===== src/rtl/ser_eeprom_emu.sv =====
module ser_eeprom_emu #(
  parameter int WORDS  = 128,
  parameter int WIDTH  = 16,
  parameter logic [7:0] KEY_A = 8'h0A,
  parameter logic [7:0] KEY_B = 8'h40
) (
  input  logic       clk,
  input  logic       rst_n,
  input  logic       wr_valid,
  input  logic [1:0] wr_sel,
  input  logic [7:0] wr_data,
  output logic [7:0] port_rd
);
  localparam int ADDR_W   = $clog2(WORDS);
  localparam int CMD_BITS = ADDR_W + 3;
  localparam int CNT_W    = $clog2(WIDTH + 1);

  typedef enum logic [4:0] {
    S_IDLE  = 5'h00,
    S_CMD   = 5'h01,
    S_DOUT  = 5'h02,
    S_WDIS  = 5'h10,
    S_WALL  = 5'h11,
    S_EALL  = 5'h12,
    S_WENA  = 5'h13,
    S_WRITE = 5'h14,
    S_READ  = 5'h18,
    S_ERASE = 5'h1C
  } st_e;

  st_e               st_q, st_n;
  logic [WIDTH-1:0]  sr_q, sr_n;
  logic [CNT_W-1:0]  cnt_q, cnt_n;
  logic [ADDR_W-1:0] addr_q, addr_n;
  logic              wen_q, wen_n;
  logic              en_q, key_q;
  logic [7:0]        port_q;
  logic [WIDTH-1:0]  mem_q [WORDS];

  logic              do_n, mem_we, mem_all;
  logic [WIDTH-1:0]  mem_data;
  logic [3:0]        op;
  logic [4:0]        code;

  wire unlocked = en_q && key_q;
  wire port_wr  = wr_valid && (wr_sel == 2'd2) && unlocked;
  wire cs_new   = wr_data[7];
  wire ck_new   = wr_data[6];
  wire di       = wr_data[1];
  wire cs_old   = port_q[7];
  wire ck_old   = port_q[6];

  assign port_rd = unlocked ? port_q : 8'hFF;

  always_comb begin
    st_n     = st_q;
    sr_n     = sr_q;
    cnt_n    = cnt_q;
    addr_n   = addr_q;
    wen_n    = wen_q;
    do_n     = 1'b1;
    mem_we   = 1'b0;
    mem_all  = 1'b0;
    mem_data = '1;
    op       = '0;
    code     = '0;
    if (port_wr) begin
      if (!cs_old && cs_new) st_n = S_IDLE;
      if (!ck_old && ck_new) begin
        if (st_n == S_CMD || st_n == S_WRITE || st_n == S_WALL) begin
          sr_n  = {sr_n[WIDTH-2:0], di};
          cnt_n = cnt_n + 1'b1;
        end
        case (st_n)
          S_IDLE: if (di) begin
            st_n  = S_CMD;
            cnt_n = '0;
            sr_n  = '0;
          end
          S_CMD: if (cnt_n == CNT_W'(CMD_BITS)) begin
            op   = sr_n[CMD_BITS-1 -: 4];
            code = {1'b1, op};
            if (op[3:2] != 2'b00) code[1:0] = 2'b00;
            st_n   = st_e'(code);
            cnt_n  = '0;
            addr_n = sr_n[ADDR_W-1:0];
          end
          S_DOUT: begin
            do_n  = sr_n[WIDTH-1];
            sr_n  = {sr_n[WIDTH-2:0], 1'b0};
            cnt_n = cnt_n - 1'b1;
            if (cnt_n == '0) st_n = S_IDLE;
          end
          default: ;
        endcase
        case (st_n)
          S_WENA: begin
            wen_n = 1'b1;
            st_n  = S_IDLE;
          end
          S_WDIS: begin
            wen_n = 1'b0;
            st_n  = S_IDLE;
          end
          S_WRITE: if (cnt_n == CNT_W'(WIDTH)) begin
            mem_we   = wen_q;
            mem_data = sr_n;
            st_n     = S_IDLE;
          end
          S_ERASE: begin
            mem_we = wen_q;
            st_n   = S_IDLE;
          end
          S_WALL: if (cnt_n == CNT_W'(WIDTH)) begin
            mem_all  = wen_q;
            mem_data = sr_n;
            st_n     = S_IDLE;
          end
          S_EALL: begin
            mem_all = wen_q;
            st_n    = S_IDLE;
          end
          S_READ: begin
            cnt_n = CNT_W'(WIDTH);
            sr_n  = mem_q[addr_n];
            st_n  = S_DOUT;
            do_n  = 1'b0;
          end
          default: ;
        endcase
      end else if (cs_new && ck_old && !ck_new) begin
        do_n = port_q[0];
      end
    end
  end

  always_ff @(posedge clk or negedge rst_n) begin
    if (!rst_n) begin
      en_q   <= 1'b0;
      key_q  <= 1'b0;
      port_q <= 8'h01;
      st_q   <= S_IDLE;
      sr_q   <= '0;
      cnt_q  <= '0;
      addr_q <= '0;
      wen_q  <= 1'b0;
    end else begin
      if (wr_valid && wr_sel == 2'd0) en_q  <= (wr_data == KEY_A);
      if (wr_valid && wr_sel == 2'd1) key_q <= (wr_data == KEY_B);
      if (port_wr) port_q <= {wr_data[7:1], do_n};
      st_q   <= st_n;
      sr_q   <= sr_n;
      cnt_q  <= cnt_n;
      addr_q <= addr_n;
      wen_q  <= wen_n;
    end
  end

  always_ff @(posedge clk or negedge rst_n) begin
    if (!rst_n) begin
      for (int i = 0; i < WORDS; i++) mem_q[i] <= '1;
    end else if (mem_all) begin
      for (int i = 0; i < WORDS; i++) mem_q[i] <= mem_data;
    end else if (mem_we) begin
      mem_q[addr_n] <= mem_data;
    end
  end
endmodule



===== config.mk =====
export PLATFORM = sky130hd
export DESIGN_NAME = ser_eeprom_emu
export DESIGN_NICKNAME = d
export VERILOG_FILES = /design/src/rtl/ser_eeprom_emu.sv
export SDC_FILE = /design/constraint.sdc
export NUM_CORES = 2
export LEC_CHECK = 0
export BUFFER_PORTS_ARGS = -buffer_cell sky130_fd_sc_hd__buf_2
export CORE_MARGIN = 3
export CORE_UTILIZATION = 45
export DETAILED_ROUTE_END_ITERATION = 10
export GPL_TIMING_DRIVEN = 1
export HOLD_SLACK_MARGIN = 0.08
export SLEW_MARGIN = 20
export SYNTH_ARGS = -nofsm -noshare
export SYNTH_HDL_FRONTEND = slang
export SYNTH_SLANG_ARGS = --single-unit

===== constraint.sdc =====
create_clock -name clk -period 5.1 [get_ports clk]
set_input_delay 0.255 -clock clk [delete_from_list [all_inputs] [get_ports clk]]
set_output_delay 0.255 -clock clk [all_outputs]
set_load 0.01 [all_outputs]

# ---- Word level (Yosys, flattened, before mapping)
# Cells that the tools add are included.
# W data, S select, Z words.
dict set report totals {
  regBits 2092
  output_inout_bits 8
  input_bits 13
  wordCells 246
}
dict set report classes {
  n_mux 58
  n_lt_le_gt_ge 3
  addsub 2
  n_eq_ne 18
  bitwise_logic 2
  n_reduce_logical 26
}
# cell count
set ops {}
lappend ops {{$mux W2048} 2}
lappend ops {{$bwmux W2048} 1}
lappend ops {{$mux W16} 12}
lappend ops {{$bmux W16 S7} 1}
lappend ops {{$demux W16 S7} 1}
lappend ops {{$mux W5} 17}
lappend ops {{$eq A5 B5 Y1 const B} 10}
lappend ops {{$pmux W5 S3} 3}
lappend ops {{$mux W7} 6}
lappend ops {{$pmux W16 S2} 1}
lappend ops {{$ge A8 B8 Y1 const B} 2}
lappend ops {{$not A7 Y8} 2}
lappend ops {{$logic_and A1 B1 Y1} 10}
lappend ops {{$logic_not A5 Y1} 2}
lappend ops {{$mux W1} 9}
lappend ops {{$eq A8 B4 Y1 const B} 1}
lappend ops {{$eq A8 B7 Y1 const B} 1}
lappend ops {{$lt A8 B1 Y1 const B} 1}
lappend ops {{$mux W8} 1}
lappend ops {{$pmux W1 S2} 3}
lappend ops {{$reduce_bool A2 Y1} 3}
lappend ops {{$add A5 B1 Y5 const B} 1}
lappend ops {{$eq A5 B1 Y1 const B} 1}
lappend ops {{$eq A5 B2 Y1 const B} 1}
lappend ops {{other kinds (13)} 17}

# ---- Depth between registers and ports, before layout
dict set report logic_depth {
  ltp_word 25
  ltp_mapped 23
  depth_no_buf 16
}

# ---- Worst setup path after synthesis
# Ideal clock, no wire load.
dict set report synth_timing {
  kind {reg2reg}
  start {register st_q[0]}
  end {register sr_q[5]}
  required_time_ps 4964
  slack_ps 73
  period_less_slack_ps 5027
  setup_ps 136
  stages_incl_launch_ff 19
  arrival_time_ps 4890
  path_cell_list {dfrtp_1 nor4b_2 nand3_2 nand2_1 xnor2_1 ha_1 nand3b_1 or4b_4 a211oi_4 mux2i_1 clkbuf_1 buf_1 buf_1 clkbuf_1 nand3_1 nand3_1 nand2_1 nor4_1 a31oi_1}
}
dict set report synth_via {
  elab_chain_cells 18
}
# element line_no
set synth_lines {}
lappend synth_lines {{start: declaration} 31} ;# st_e st_q, st_n;
lappend synth_lines {{start signal: assignment} 151} ;# st_q <= st_n;
lappend synth_lines {{$mux W5 *} 68} ;# if (!cs_old && cs_new) st_n = S_IDLE;
lappend synth_lines {{$mux W5 *} 67} ;# if (port_wr) begin
lappend synth_lines {{$eq A5 B1 Y1 or $eq A5 B5 Y1 (tied branches)} {70, 74}}
lappend synth_lines {{$logic_or A1 B1 Y1 (2 in series)} 70} ;# if (st_n == S_CMD || st_n == S_WRITE || st_n == S_WALL) begin
lappend synth_lines {{$mux W5} 70}
lappend synth_lines {{$mux W5} 69} ;# if (!ck_old && ck_new) begin
lappend synth_lines {{$mux W5} 67}
lappend synth_lines {{$eq A5 B4 Y1} 80} ;# S_CMD: if (cnt_n == CNT_W'(CMD_BITS)) begin
lappend synth_lines {{$mux W7} 80}
lappend synth_lines {{$mux W7} 74} ;# case (st_n)
lappend synth_lines {{$mux W7} 69}
lappend synth_lines {{$mux W7} 67}
lappend synth_lines {{$not A7 Y8 (implied by the code)} 125} ;# sr_n = mem_q[addr_n];
lappend synth_lines {{$bmux W16 S7} 125}
lappend synth_lines {{$mux W16 (implied by the code) (2 in series)} 125}
lappend synth_lines {{$mux W16 *} 96} ;# case (st_n)
lappend synth_lines {{end signal: assignment} 152} ;# sr_q <= sr_n;
lappend synth_lines {{end: declaration} 32} ;# logic [WIDTH-1:0] sr_q, sr_n;
# Mark *: on every way between the ends. The rest lies on a longest branch, timed or not. The select of a mux whose other input is x is not followed.
# A chain may end at the register's enable or synchronous reset.

# ---- Worst setup path after layout
dict set report layout_timing {
  start {register st_q[3]}
  end {register sr_q[0]}
}
# The elaborated chain is that of the path after synthesis.

==> metrics.txt <==
DR DRC count 0; post-route ant nets 0; synth warn 0; Sink Count 2092; Yosys reg bits around 2100; remaining global-route overflow 0; skew final slightly below 60 ps; DR vias 86808; actual slew at the worst max-slew pin between 1000 and 1500 ps; die width 483 um; reg2reg path depth 21; R2R Path End sr_q[0]$_DFFE_PN0P_; Final Setup Violations 0; Post-synth EDFFs 0; sequential element share of the synthesized area 0.537; WL/cell 27.0 um; final setup TNS 0 ps; worst slack, placed -779 ps; top_reg_cell synth dfstp_2; worst min path class input port to async pin; Cell Pwr Density 272 mW/mm^2; status completed; CP arrival 5810 ps; CP endpoint kind flop; vias in the first global route about 85000; Slew Limit Fails 0; RSZ-0062 raised after global routing true; Inserted Clock Buffers 221; initial antenna violation count 5; # rows 174; Pleak around 44 nW; First-pass DRT Iterations 6; layout cells sized above 1 0.359; Die Area 0.233 sq mm; Vias/cell 6.10; most area-consuming cells after synthesis dfstp_2 (53%), a21oi_1 (11%), nor2_1 (7.7%); GRT Util Overall 0.323; Tcrit/Tclk final 0.992; R2R Setup Slk 40 ps; Reg clk slew, reported paths 60 ps; GPL Wtd Cong between 0.9 and 1; area leader, netlist dfstp_2; max frequency between 150 and 200 MHz; most common cell after layout, fill and taps aside a21oi_1; global-route wire length before repair between 500000 and 600000 um; CP required 5850 ps; final hold vios 0; fillers 19332; clk root buf clkbuf_16; CTS Buffer Depth 3; Netlist cell types between 80 and 90; Post-Syn Area per Cell 9.61 sq um; Final HPWL DP 256000 um; Crit Path Max Fanout 30; starting density of the core 0.454; most frequent cells in the layout a21oi_1 (2252), nor2_1 (2093), dfstp_2 (2049); # IOs 21; peak supply drop 0.000273 V; PortBufs 20; Die Height between 400 and 500 um; nets 11076; Synthesized Nets ~11000; CTS tree yes; Syn Inst Count 10642; slew margin rel. 0.200; H-tree levels 4; crit start category flop; P&R area growth vs syn 22.0%; total wire length 385000 um; setup ws final 40.5 ps; Max Cap Viol 0; Iteration-0 DRC Markers 9829; largest net degree at the start of global routing 199; WS Path Type flop to flop; CORE AREA about 0.23 sq mm; Yosys top cell area share 0.526; clk_lat worst skew 890 ps; fin crit period 5060 ps; Synth Cell Area 0.102 sq mm; asr flop ratio synth 1.00; RR Startpoint st_q[3]$_DFFE_PN0P_
-- report_power, final --
group / switching (mW) / internal, mW / total [mW]
Sequential: 0.00229 / 16.7 / 16.7
Clock: 7.08 / 9.65 / 16.7
Combinational: 0.387 / 0.0655 / 0.453
Total: 7.47 / 26.4 / 33.9
-- cell usage after synthesis, drive strengths merged, types with 65 or more instances --
library cell  instances
nor4                 76
o22ai               196
a21oi              2300
o31ai               131
nand3               509
mux2i               481
nand4                65
nor2               2103
o32ai               129
buf                 519
dfstp              2049
clkbuf              408
nand2              1213
-- cell families (layout without fill, tap and decap cells) --
group                    count (synthesis)  after routing  synth area share
flip-flops                            2092           2092             0.537
AND/OR/NAND/NOR                       4101           4101             0.168
adder cells (fa/ha/maj)                  2              2          0.000245
other                                    0              2                 0
buffers and inverters                  937           1541            0.0423
XOR/XNOR                                 6              6          0.000514
multiplexers                           496            497            0.0487
AO/OA/AOI/OAI                         3008           3008             0.203
-- cell type report --
class                      count  area, sq um  area share
antenna                        2         5.00   0.0000401
clock buffer                 327         6540      0.0525
clock inverter                82         1030     0.00826
inverter                      10         37.5    0.000301
multi-input combinational   7614        44300       0.355
sequential                  2092        54900       0.440
tap                         2992         3740      0.0300
timing repair buffer        1122        14200       0.114
-- per-stage QoR --
| stage | hold WS, ps | total power, mW | instance area, sq um | instances | util |
|---|---|---|---|---|---|
| floorplan | -40.6 | 17.0 | 102000 | 10642 | - |
| finish | 132 | 33.9 | 125000 | 14241 | 0.554 |
| CTS | 97.7 | 34.1 | 124000 | 14220 | 0.550 |
| global placement | 415 | 17.4 | 116000 | 13779 | 0.513 |
| global route | 131 | 34.8 | 125000 | 14240 | 0.554 |
| detailed placement | 426 | 17.4 | 116000 | 13779 | 0.513 |
-- layer usage --
layer  vias up  track usage  wire (um)  share of wire
met1     44090        0.449     160000           0.42
met5         -      0.00102          0              0
met2      4258        0.481     169000           0.44
met4         0        0.132      17100          0.044
li1      37715            -          -              -
met3       745       0.0841      38300          0.099
-- critical path, stage by stage, from the launching register on --
cell and delay, ps:
dfrtp_1 420, buf_6 140, nor3_4 220, nand3_4 100
nand2_4 130, nand2_2 90, nand2_4 80, ha_4 130
nand3b_1 110, or4b_4 540, a211oi_4 260, buf_12 180
mux2_8 470, buf_12 210, buf_12 220, buf_4 220
nand2_1 90, a21oi_1 80, nor3_2 330, nand4_1 470
nand3_1 280, o31ai_1 90
-- registers in the layout (all words and copies together), names as in the netlist --
signal / cells
addr_q: 7
cnt_q: 5
en_q: 1
key_q: 1
mem_q: 2048
port_q: 8
sr_q: 16
st_q: 5
wen_q: 1
-- worst max path at each step --
stage / from / to / cells past startpoint
after global placement: port_q[7]$_DFFE_PN0P_ / sr_q[5]$_DFFE_PN0P_ / 22
after floorplan: st_q[0]$_DFFE_PN0P_ / sr_q[5]$_DFFE_PN0P_ / 18
after CTS: st_q[0]$_DFFE_PN0P_ / sr_q[2]$_DFFE_PN0P_ / 20
final: st_q[3]$_DFFE_PN0P_ / sr_q[0]$_DFFE_PN0P_ / 21
after detailed placement: st_q[0]$_DFFE_PN0P_ / sr_q[10]$_DFFE_PN0P_ / 21
after global routing: st_q[1]$_DFFE_PN0P_ / sr_q[0]$_DFFE_PN0P_ / 19
-- timing repair --
action | 4_1_cts | 5_1_grt
resized for setup | 62 | 89
buffers inserted | 8 | 16
gates cloned | 4 | 3
pin swaps | 13 | 32
hold buffers | 21 | 0
endpoints found under the hold margin | 98 | 0
endpoints found under the setup margin | 605 | 488
Power figures use the tool's default switching activity.
